### config.mk
export PLATFORM = sky130hd
export DESIGN_NAME = dual_roll_ctrl
export DESIGN_NICKNAME = d
export VERILOG_FILES = /design/src/rtl/drs_pkg.sv /design/src/rtl/drs_slot_timer.sv /design/src/rtl/drs_row_ptr.sv /design/src/rtl/drs_phase_gen.sv /design/src/rtl/dual_roll_ctrl.sv
export SDC_FILE = /design/constraint.sdc
export NUM_CORES = 1
export LEC_CHECK = 0
export BUFFER_PORTS_ARGS = -buffer_cell sky130_fd_sc_hd__buf_2
export CORE_UTILIZATION = 51
export CTS_CLUSTER_DIAMETER = 150
export DETAILED_ROUTE_END_ITERATION = 10
export PLACE_DENSITY_LB_ADDON = 0.05
export SLEW_MARGIN = 20
export SYNTH_ARGS = -nofsm -noshare
export SYNTH_HDL_FRONTEND = slang
export SYNTH_SLANG_ARGS = --single-unit
### constraint.sdc
create_clock -name clk -period 5.1 [get_ports clk]
set_clock_uncertainty 0.15 [all_clocks]
set_input_delay 1.02 -clock clk [delete_from_list [all_inputs] [get_ports clk]]
set_output_delay 1.02 -clock clk [all_outputs]
set_load 0.05 [all_outputs]
### src/rtl/drs_pkg.sv
package drs_pkg;
  // Strobe kinds; the numeric value is the bit index in the strobe vector
  typedef enum logic [2:0] {
    K_SIG_S  = 3'd0,
    K_RD_RST = 3'd1,
    K_SIG_R  = 3'd2,
    K_RD_TX  = 3'd3,
    K_SIG_L  = 3'd4,
    K_SH_RST = 3'd5,
    K_SH_TX  = 3'd6
  } strobe_e;

  localparam int unsigned NUM_STROBES   = 7;
  // strobes at or above this index belong to the shutter unit
  localparam int unsigned SHUTTER_FIRST = 5;
  // slot cycle of each strobe, indexed by strobe_e
  localparam int unsigned PHASE [NUM_STROBES] = '{1, 3, 5, 7, 9, 11, 13};
  localparam int unsigned MIN_SLOT      = 14;
endpackage

### src/rtl/drs_slot_timer.sv
module drs_slot_timer #(
  parameter int unsigned SLOT_CYCLES = 16,
  localparam int unsigned CYC_W = $clog2(SLOT_CYCLES)
) (
  input  logic             clk,
  input  logic             rst_n,
  input  logic             run,
  output logic [CYC_W-1:0] cyc,
  output logic             slot_end
);
  localparam logic [CYC_W-1:0] LAST = CYC_W'(SLOT_CYCLES - 1);

  assign slot_end = run && (cyc == LAST);

  always_ff @(posedge clk or negedge rst_n) begin
    if (!rst_n)        cyc <= '0;
    else if (slot_end) cyc <= '0;
    else if (run)      cyc <= cyc + 1'b1;
  end
endmodule

### src/rtl/drs_row_ptr.sv
module drs_row_ptr #(
  parameter int unsigned ROWS = 240,
  localparam int unsigned ROW_W = $clog2(ROWS)
) (
  input  logic             clk,
  input  logic             rst_n,
  input  logic             step,
  input  logic             load,
  input  logic [ROW_W-1:0] load_val,
  output logic [ROW_W-1:0] row
);
  localparam logic [ROW_W-1:0] TOP = ROW_W'(ROWS - 1);

  always_ff @(posedge clk or negedge rst_n) begin
    if (!rst_n)    row <= '0;
    else if (load) row <= load_val;
    else if (step) row <= (row == TOP) ? '0 : row + 1'b1;
  end
endmodule

### src/rtl/drs_phase_gen.sv
module drs_phase_gen
  import drs_pkg::*;
#(
  parameter int unsigned ROWS        = 240,
  parameter int unsigned SLOT_CYCLES = 16,
  localparam int unsigned ROW_W = $clog2(ROWS),
  localparam int unsigned CYC_W = $clog2(SLOT_CYCLES)
) (
  input  logic                   clk,
  input  logic                   rst_n,
  input  logic                   run,
  input  logic                   sh_enable,
  input  logic [CYC_W-1:0]       cyc,
  input  logic [ROW_W-1:0]       rd_row,
  input  logic [ROW_W-1:0]       sh_row,
  output logic [NUM_STROBES-1:0] strobe_q,
  output logic                   sel_q,
  output logic [ROW_W-1:0]       rd_row_q,
  output logic [ROW_W-1:0]       sh_row_q
);
  logic [NUM_STROBES-1:0] hit;

  for (genvar k = 0; k < NUM_STROBES; k++) begin : g_phase
    if (k < SHUTTER_FIRST) begin : g_rd
      assign hit[k] = run && (cyc == CYC_W'(PHASE[k]));
    end else begin : g_sh
      // readout owns the row when both pointers coincide
      assign hit[k] = run && sh_enable && (cyc == CYC_W'(PHASE[k]));
    end
  end

  always_ff @(posedge clk or negedge rst_n) begin
    if (!rst_n) begin
      strobe_q <= '0;
      sel_q    <= 1'b0;
      rd_row_q <= '0;
      sh_row_q <= '0;
    end else begin
      strobe_q <= hit;
      sel_q    <= run;
      rd_row_q <= rd_row;
      sh_row_q <= sh_row;
    end
  end
endmodule

### src/rtl/dual_roll_ctrl.sv
module dual_roll_ctrl
  import drs_pkg::*;
#(
  parameter int unsigned ROWS        = 240,
  parameter int unsigned SLOT_CYCLES = 16,
  localparam int unsigned ROW_W = $clog2(ROWS),
  localparam int unsigned CYC_W = $clog2(SLOT_CYCLES)
) (
  input  logic             clk,
  input  logic             rst_n,
  input  logic             en_i,
  input  logic [ROW_W-1:0] gap_i,
  output logic [ROW_W-1:0] rd_row_o,
  output logic [ROW_W-1:0] sh_row_o,
  output logic             rd_sel_o,
  output logic             rd_rst_o,
  output logic             rd_tx_o,
  output logic             sh_rst_o,
  output logic             sh_tx_o,
  output logic             smp_s_o,
  output logic             smp_r_o,
  output logic             smp_l_o
);
  initial begin
    if (SLOT_CYCLES < MIN_SLOT) $error("SLOT_CYCLES too small for the strobe phases");
  end

  logic                   started;
  logic                   start;
  logic                   run;
  logic [ROW_W-1:0]       gap_q;
  logic [ROW_W-1:0]       gap_clamped;
  logic [CYC_W-1:0]       cyc;
  logic                   slot_end;
  logic                   frame_end;
  logic [ROW_W-1:0]       rd_row;
  logic [ROW_W-1:0]       sh_row;
  logic [NUM_STROBES-1:0] strobe_q;

  assign start       = en_i && !started;
  assign run         = en_i && started;
  assign gap_clamped = (32'(gap_i) >= ROWS) ? ROW_W'(ROWS - 1) : gap_i;
  assign frame_end   = slot_end && (rd_row == ROW_W'(ROWS - 1));

  always_ff @(posedge clk or negedge rst_n) begin
    if (!rst_n) begin
      started <= 1'b0;
      gap_q   <= '0;
    end else begin
      if (start) started <= 1'b1;
      if (start || frame_end) gap_q <= gap_clamped;
    end
  end

  drs_slot_timer #(.SLOT_CYCLES(SLOT_CYCLES)) u_timer (
    .clk      (clk),
    .rst_n    (rst_n),
    .run      (run),
    .cyc      (cyc),
    .slot_end (slot_end)
  );

  drs_row_ptr #(.ROWS(ROWS)) u_rd_ptr (
    .clk      (clk),
    .rst_n    (rst_n),
    .step     (slot_end),
    .load     (start),
    .load_val ('0),
    .row      (rd_row)
  );

  drs_row_ptr #(.ROWS(ROWS)) u_sh_ptr (
    .clk      (clk),
    .rst_n    (rst_n),
    .step     (slot_end),
    .load     (start || frame_end),
    .load_val (gap_clamped),
    .row      (sh_row)
  );

  drs_phase_gen #(.ROWS(ROWS), .SLOT_CYCLES(SLOT_CYCLES)) u_phase (
    .clk       (clk),
    .rst_n     (rst_n),
    .run       (run),
    .sh_enable (gap_q != '0),
    .cyc       (cyc),
    .rd_row    (rd_row),
    .sh_row    (sh_row),
    .strobe_q  (strobe_q),
    .sel_q     (rd_sel_o),
    .rd_row_q  (rd_row_o),
    .sh_row_q  (sh_row_o)
  );

  assign smp_s_o  = strobe_q[int'(K_SIG_S)];
  assign rd_rst_o = strobe_q[int'(K_RD_RST)];
  assign smp_r_o  = strobe_q[int'(K_SIG_R)];
  assign rd_tx_o  = strobe_q[int'(K_RD_TX)];
  assign smp_l_o  = strobe_q[int'(K_SIG_L)];
  assign sh_rst_o = strobe_q[int'(K_SH_RST)];
  assign sh_tx_o  = strobe_q[int'(K_SH_TX)];
endmodule

Yosys cells after proc, flatten, opt, wreduce, memory -nomap -nowiden
Index checks and enable logic that the tools add are counted. Widths: inputs -> output; s select.

Add/subtract/negate cells: 3. Magnitude comparators: 1. Equality and inequality tests: 10. Mux-type cells: 9. Reduce and logical (&&, ||, !) cells: 18.

Operators with widths (number): $mux 8 (7); $add 8x1->8 const B (2); $eq 4x4->1 const B (4); $eq 8x8->1 const B (2); $logic_and 1x1->1 (12); $eq 4x3->1 const B (2); $ge 8x8->1 const B (1); $mux 4 (2); $reduce_bool 8->1 (1); $reduce_bool 2->1 (3); $add 4x1->4 const B (1); $eq 4x1->1 const B (1); $eq 4x2->1 const B (1); $logic_not 1->1 (1); $logic_or 1x1->1 (1).

Flip-flop bits (word level): 53. Input bits: 11. Output and inout port bits: 24. Logic and storage cells: 50.

Logic depth before layout (Yosys ltp)
Depth after elaboration: 5. Gate-level depth with buffers: 7. Mapped depth without buffers: 5.

By module
From an unflattened synthesis, not the netlist that was laid out.

Cells, all modules: 204. Area total of the unflattened synthesis: 2364.8 um^2.

Modules (own cells, without submodules): drs_row_ptr (instances 2, cells an instance 55, area an instance 506.7 um^2, seq. area each 200.2 um^2); drs_phase_gen (instances 1, cells an instance 37, area an instance 684.4 um^2, seq. area each 600.6 um^2); dual_roll_ctrl (instances 1, cells an instance 38, area an instance 479.2 um^2, seq. area each 225.2 um^2); drs_slot_timer (instances 1, cells an instance 19, area an instance 187.7 um^2, seq. area each 100.1 um^2).

Worst setup path before layout
No wires, ideal clock.

Kind: input to register. Start point: in en_i. End point: reg u_sh_ptr.row[3]. Setup time: 131 ps. Arrival: 1889 ps. Required time: 4819 ps. Path slack: 2930 ps. Stages: 5. Buffers on the path: 1. Path through: buf_4 and3_1 o211ai_1 o32ai_1 or3_1.

Word-level cells in the longest chain between the ends: 5. Elaborated cells between the ends (all ways): 7. Those cells by class: mux (1); reduce/logical (6).

RTL lines: start, declared (line dual_roll_ctrl.sv:11) `input logic en_i,`; $logic_and 1x1->1 (line dual_roll_ctrl.sv:41) `assign run = en_i && started;`; $logic_and 1x1->1 (line drs_slot_timer.sv:13) `assign slot_end = run && (cyc == LAST);`; $logic_and 1x1->1 (line dual_roll_ctrl.sv:43) `assign frame_end = slot_end && (rd_row == ROW_W'(ROWS - 1));`; $logic_or 1x1->1 (line dual_roll_ctrl.sv:76) `.load (start || frame_end),`; $mux 8 or $reduce_bool 2->1 (tied branches); end signal, assigned (line drs_row_ptr.sv:16) `else if (load) row <= load_val;`; end signal, assigned (line drs_row_ptr.sv:17) `else if (step) row <= (row == TOP) ? '0 : row + 1'b1;`; end, declared (line drs_row_ptr.sv:10) `output logic [ROW_W-1:0] row`.

Several ways; a longest one is shown, not always the timed one. A chain may end at the register's enable or synchronous reset.

Worst setup path in the final report
Start point: reg u_timer.cyc[0]. End point: reg u_sh_ptr.row[3].

Word-level cells in the longest chain between the ends: 5. Elaborated cells between the ends (all ways): 6. Those cells by class: eq/ne (1); mux (1); reduce/logical (4).

RTL lines: start, declared (line drs_slot_timer.sv:8) `output logic [CYC_W-1:0] cyc,`; start signal, assigned (line drs_slot_timer.sv:18) `else if (run) cyc <= cyc + 1'b1;`; $eq 4x4->1 (*) (line drs_slot_timer.sv:13); $logic_and 1x1->1 (*) (line drs_slot_timer.sv:13); $logic_and 1x1->1 (line dual_roll_ctrl.sv:43); $logic_or 1x1->1 (line dual_roll_ctrl.sv:76); $mux 8 or $reduce_bool 2->1 (tied branches).

Mark *: on every way between the ends. The rest lies on a longest branch, timed or not.

==> impl_metrics.toml <==
[cells_and_area]
seq_area_um2 = 1326
nets = 252
multi_input_area_um2 = 835.8
num_antenna_cells = 0
fillers = 361
area_growth_syn_to_layout_pct = 12.79
drive_gt1_share_pct = 22.27

[die]
die_x_um = 68.29
rows = 23
start_util_pct = 54.45
coreArea_um2 = 4115
die_y_um = 68.29
die-area_um2 = 4663
ios = 35

[grt]
grt_pass1_vias = 1591
grt_usage_pct = 21.86
grt_max_degree = 54
antenna_found_initial = 0
grt_pass1_wl_um = 7417
grt_overflow = 0

[detailed_routing]
routedWlPerCell_um = 15.25
drc = 0
dr.pass1.iters = 4
postRouteAntennaNets = 0
vias_per_cell = 5.802
drtIter0Drc = 108
wirelength_um = 4393
vias = 1671

[yosys]
synth_cell_types = 46
synth_nets = 218
postSynth.asyncResetShare_pct = 100.0
synth_area_leader_cell = "dfrtp_1"
synth_top_area_share_pct = 59.18
synth_seq_cells = 53
synth_ff_type = "dfrtp_1"
postSynthAreaPerCell_um2 = 11.04
netlist_top_cells_area = "dfrtp_1 59%, nand2_1 4.2%, o21ai_0 3.6%"
synth-edff-count = 0
mappedNetlistArea_um2 = 2241
syn-instance-count = 203
yosysSeqAreaShare_pct = 59.18
synth_warnings = 0

[clocking]
cts_root_buf = "clkbuf_8"
hold_buffers = 0
path_clk_slew_ns = 0.09
cts_max_path_buffers = 2
clock-sinks = 53
h-tree-depth = 2
clk_latency_ns = 0.30
cts.repair.resized = 0
cts_setup_buffers = 0
cts-buffers-inserted = 5
tritoncts = "yes"

[placed_design]
hpwl_um = 3096
io_buffers = 34
place.gp.congestion = 0.8058

[sta]
rsz0062_at_grt = "no"
period_share_pct = 50.01
hold_ws_ns = 0.2955
setup_violations = 0
tightest_slew_ns = 0.9441
fin_crit_ns = 2.551
hold_viol = 0
max_freq_ghz = 0.3920
report.final.slew_viol_count = 0
slew-limit-headroom_pct = 37.05
tns_ns = 0

[critical_path]
cp.arrival_ns = 2.59
path_max_fanout = 24
cp.required_ns = 5.14
path_class = "reg -> reg"
endpoint_kind = "flop"
cp-start-kind = "flop"

[power_and_ir_drop]
netSwitchingFraction_pct = 36.50
p_comb_share_pct = 24.7
ir_drop_uv = 201.3
p_sw_w = 0.0003846
p_per_area_nw_per_um2 = 416.9
seqPwrFrac_pct = 51.9
p_leak_nw = 1.284
clkPwrFrac_pct = 23.3
p_int_w = 0.0006691

[status]
outcome = "finished, final reports clean"

[min_path]
hold_class = "reg -> reg"

[flow_run]
drv_cap = 0
## placed cells by master (no fill, tap or decap), drive strengths merged, types with 2 or more instances in the layout
cell and instances:
dfrtp 53, buf 34, nand2 25, o21ai 19, nand3 13, nor2 11
nor3 10, inv 9, clkbuf 6, and3 5, a22o 5, o211ai 5
a21oi 4, a21o 4, ha 4, o21a 3, or4 2, xnor2 2
mux2 2, o221ai 2, clkinv 2
## stage by stage
step | setup WS, ns | total power, W | utilization (%) | cells | cell area (µm²)
2_1_floorplan | 2.930 | 0.0007407 | - | 203 | 2241
3_3_place_gp | 2.504 | 0.0008056 | 59.01 | 280 | 2429
3_5_place_dp | 2.372 | 0.0008180 | 59.01 | 280 | 2429
4_1_cts | 2.572 | 0.001063 | 61.36 | 288 | 2525
5_1_grt | 2.396 | 0.001117 | 61.42 | 288 | 2527
6_report | 2.549 | 0.001054 | 61.42 | 288 | 2527
## metal layers
metal	vias to the layer above	part of all wire, %	track usage, %
li1	788	-	-
met1	838	44	27.08
met2	37	50	37.01
met3	8	4.0	4.500
met4	0	1.5	8.594
met5	-	0	0
## cells in the mapped netlist (2+ instances only)
library cell / number
buf_4: 4
ha_1: 4
or4_1: 2
nand2_1: 25
o21ai_0: 16
nand3_1: 12
o211ai_1: 4
o21ai_1: 2
xnor2_1: 2
and3_1: 5
o21a_1: 3
a22o_1: 4
nor2_1: 11
buf_2: 3
nor3_1: 10
dfrtp_1: 53
inv_1: 8
a21o_1: 4
a21oi_1: 4
## sequential cells by signal, summed over array words and instances, names as in the netlist, 4 cells and up
| name | cells |
|---|---|
| u_phase.strobe_q | 7 |
| u_phase.rd_row_q | 8 |
| u_timer.cyc | 4 |
| u_rd_ptr.row | 8 |
| u_phase.sh_row_q | 8 |
| gap_q | 8 |
| u_sh_ptr.row | 8 |
## worst max-delay path, stage by stage (launching register included)
cell	delay (ns)
dfrtp_1	0.44
ha_1	0.32
and3_1	0.21
o21ai_2	0.73
nor3_1	0.19
or3_1	0.39
## kinds of logic after synthesis
group,synth area share (%)
xor gates and xnor gates,1.173
AOI/OAI and AO/OA,15.97
buffers and inverters,3.517
muxes,1.005
and+or+nand+nor,16.92
DFF,59.18
adders and majority gates,2.233
## path summary, 6_finish.rpt
path                                 startpoint             endpoint  slack [ns]  depth (start not counted)
worst max register to register   u_timer.cyc[0]      u_sh_ptr.row[3]        2.55                          5
worst min register to register  u_sh_ptr.row[1]  u_phase.sh_row_q[1]        0.30                          0
worst max-delay path             u_timer.cyc[0]      u_sh_ptr.row[3]        2.55                          5
max in group asynchronous                 rst_n  u_phase.sh_row_q[7]        3.77                          1
min in group asynchronous                 rst_n        u_phase.sel_q        0.59                          1
worst min-delay path            u_sh_ptr.row[1]  u_phase.sh_row_q[1]        0.30                          0
## final cells by class
| type | count | share of cell area (%) |
|---|---|---|
| Timing Repair Buffer | 34 | 6.832 |
| Tap cell | 50 | 2.475 |
| Sequential cell | 53 | 52.48 |
| Clock inverter | 2 | 0.5446 |
| Inverter | 9 | 1.337 |
| Multi-Input combinational cell | 134 | 33.07 |
| Clock buffer | 6 | 3.267 |
## power by group through the flow
| stage | clock network [W] | registers, W | logic (W) |
|---|---|---|---|
| 4_1_cts | 0.000253 | 0.000548 | 0.000263 |
| 2_1_floorplan | 0 | 0.000639 | 0.000101 |
| 6_report | 0.000246 | 0.000547 | 0.000261 |
| 3_5_place_dp | 0 | 0.000556 | 0.000262 |
| 3_3_place_gp | 0 | 0.000552 | 0.000254 |
| 5_1_grt | 0.000271 | 0.000560 | 0.000286 |
(Power assumes the default switching activity.)
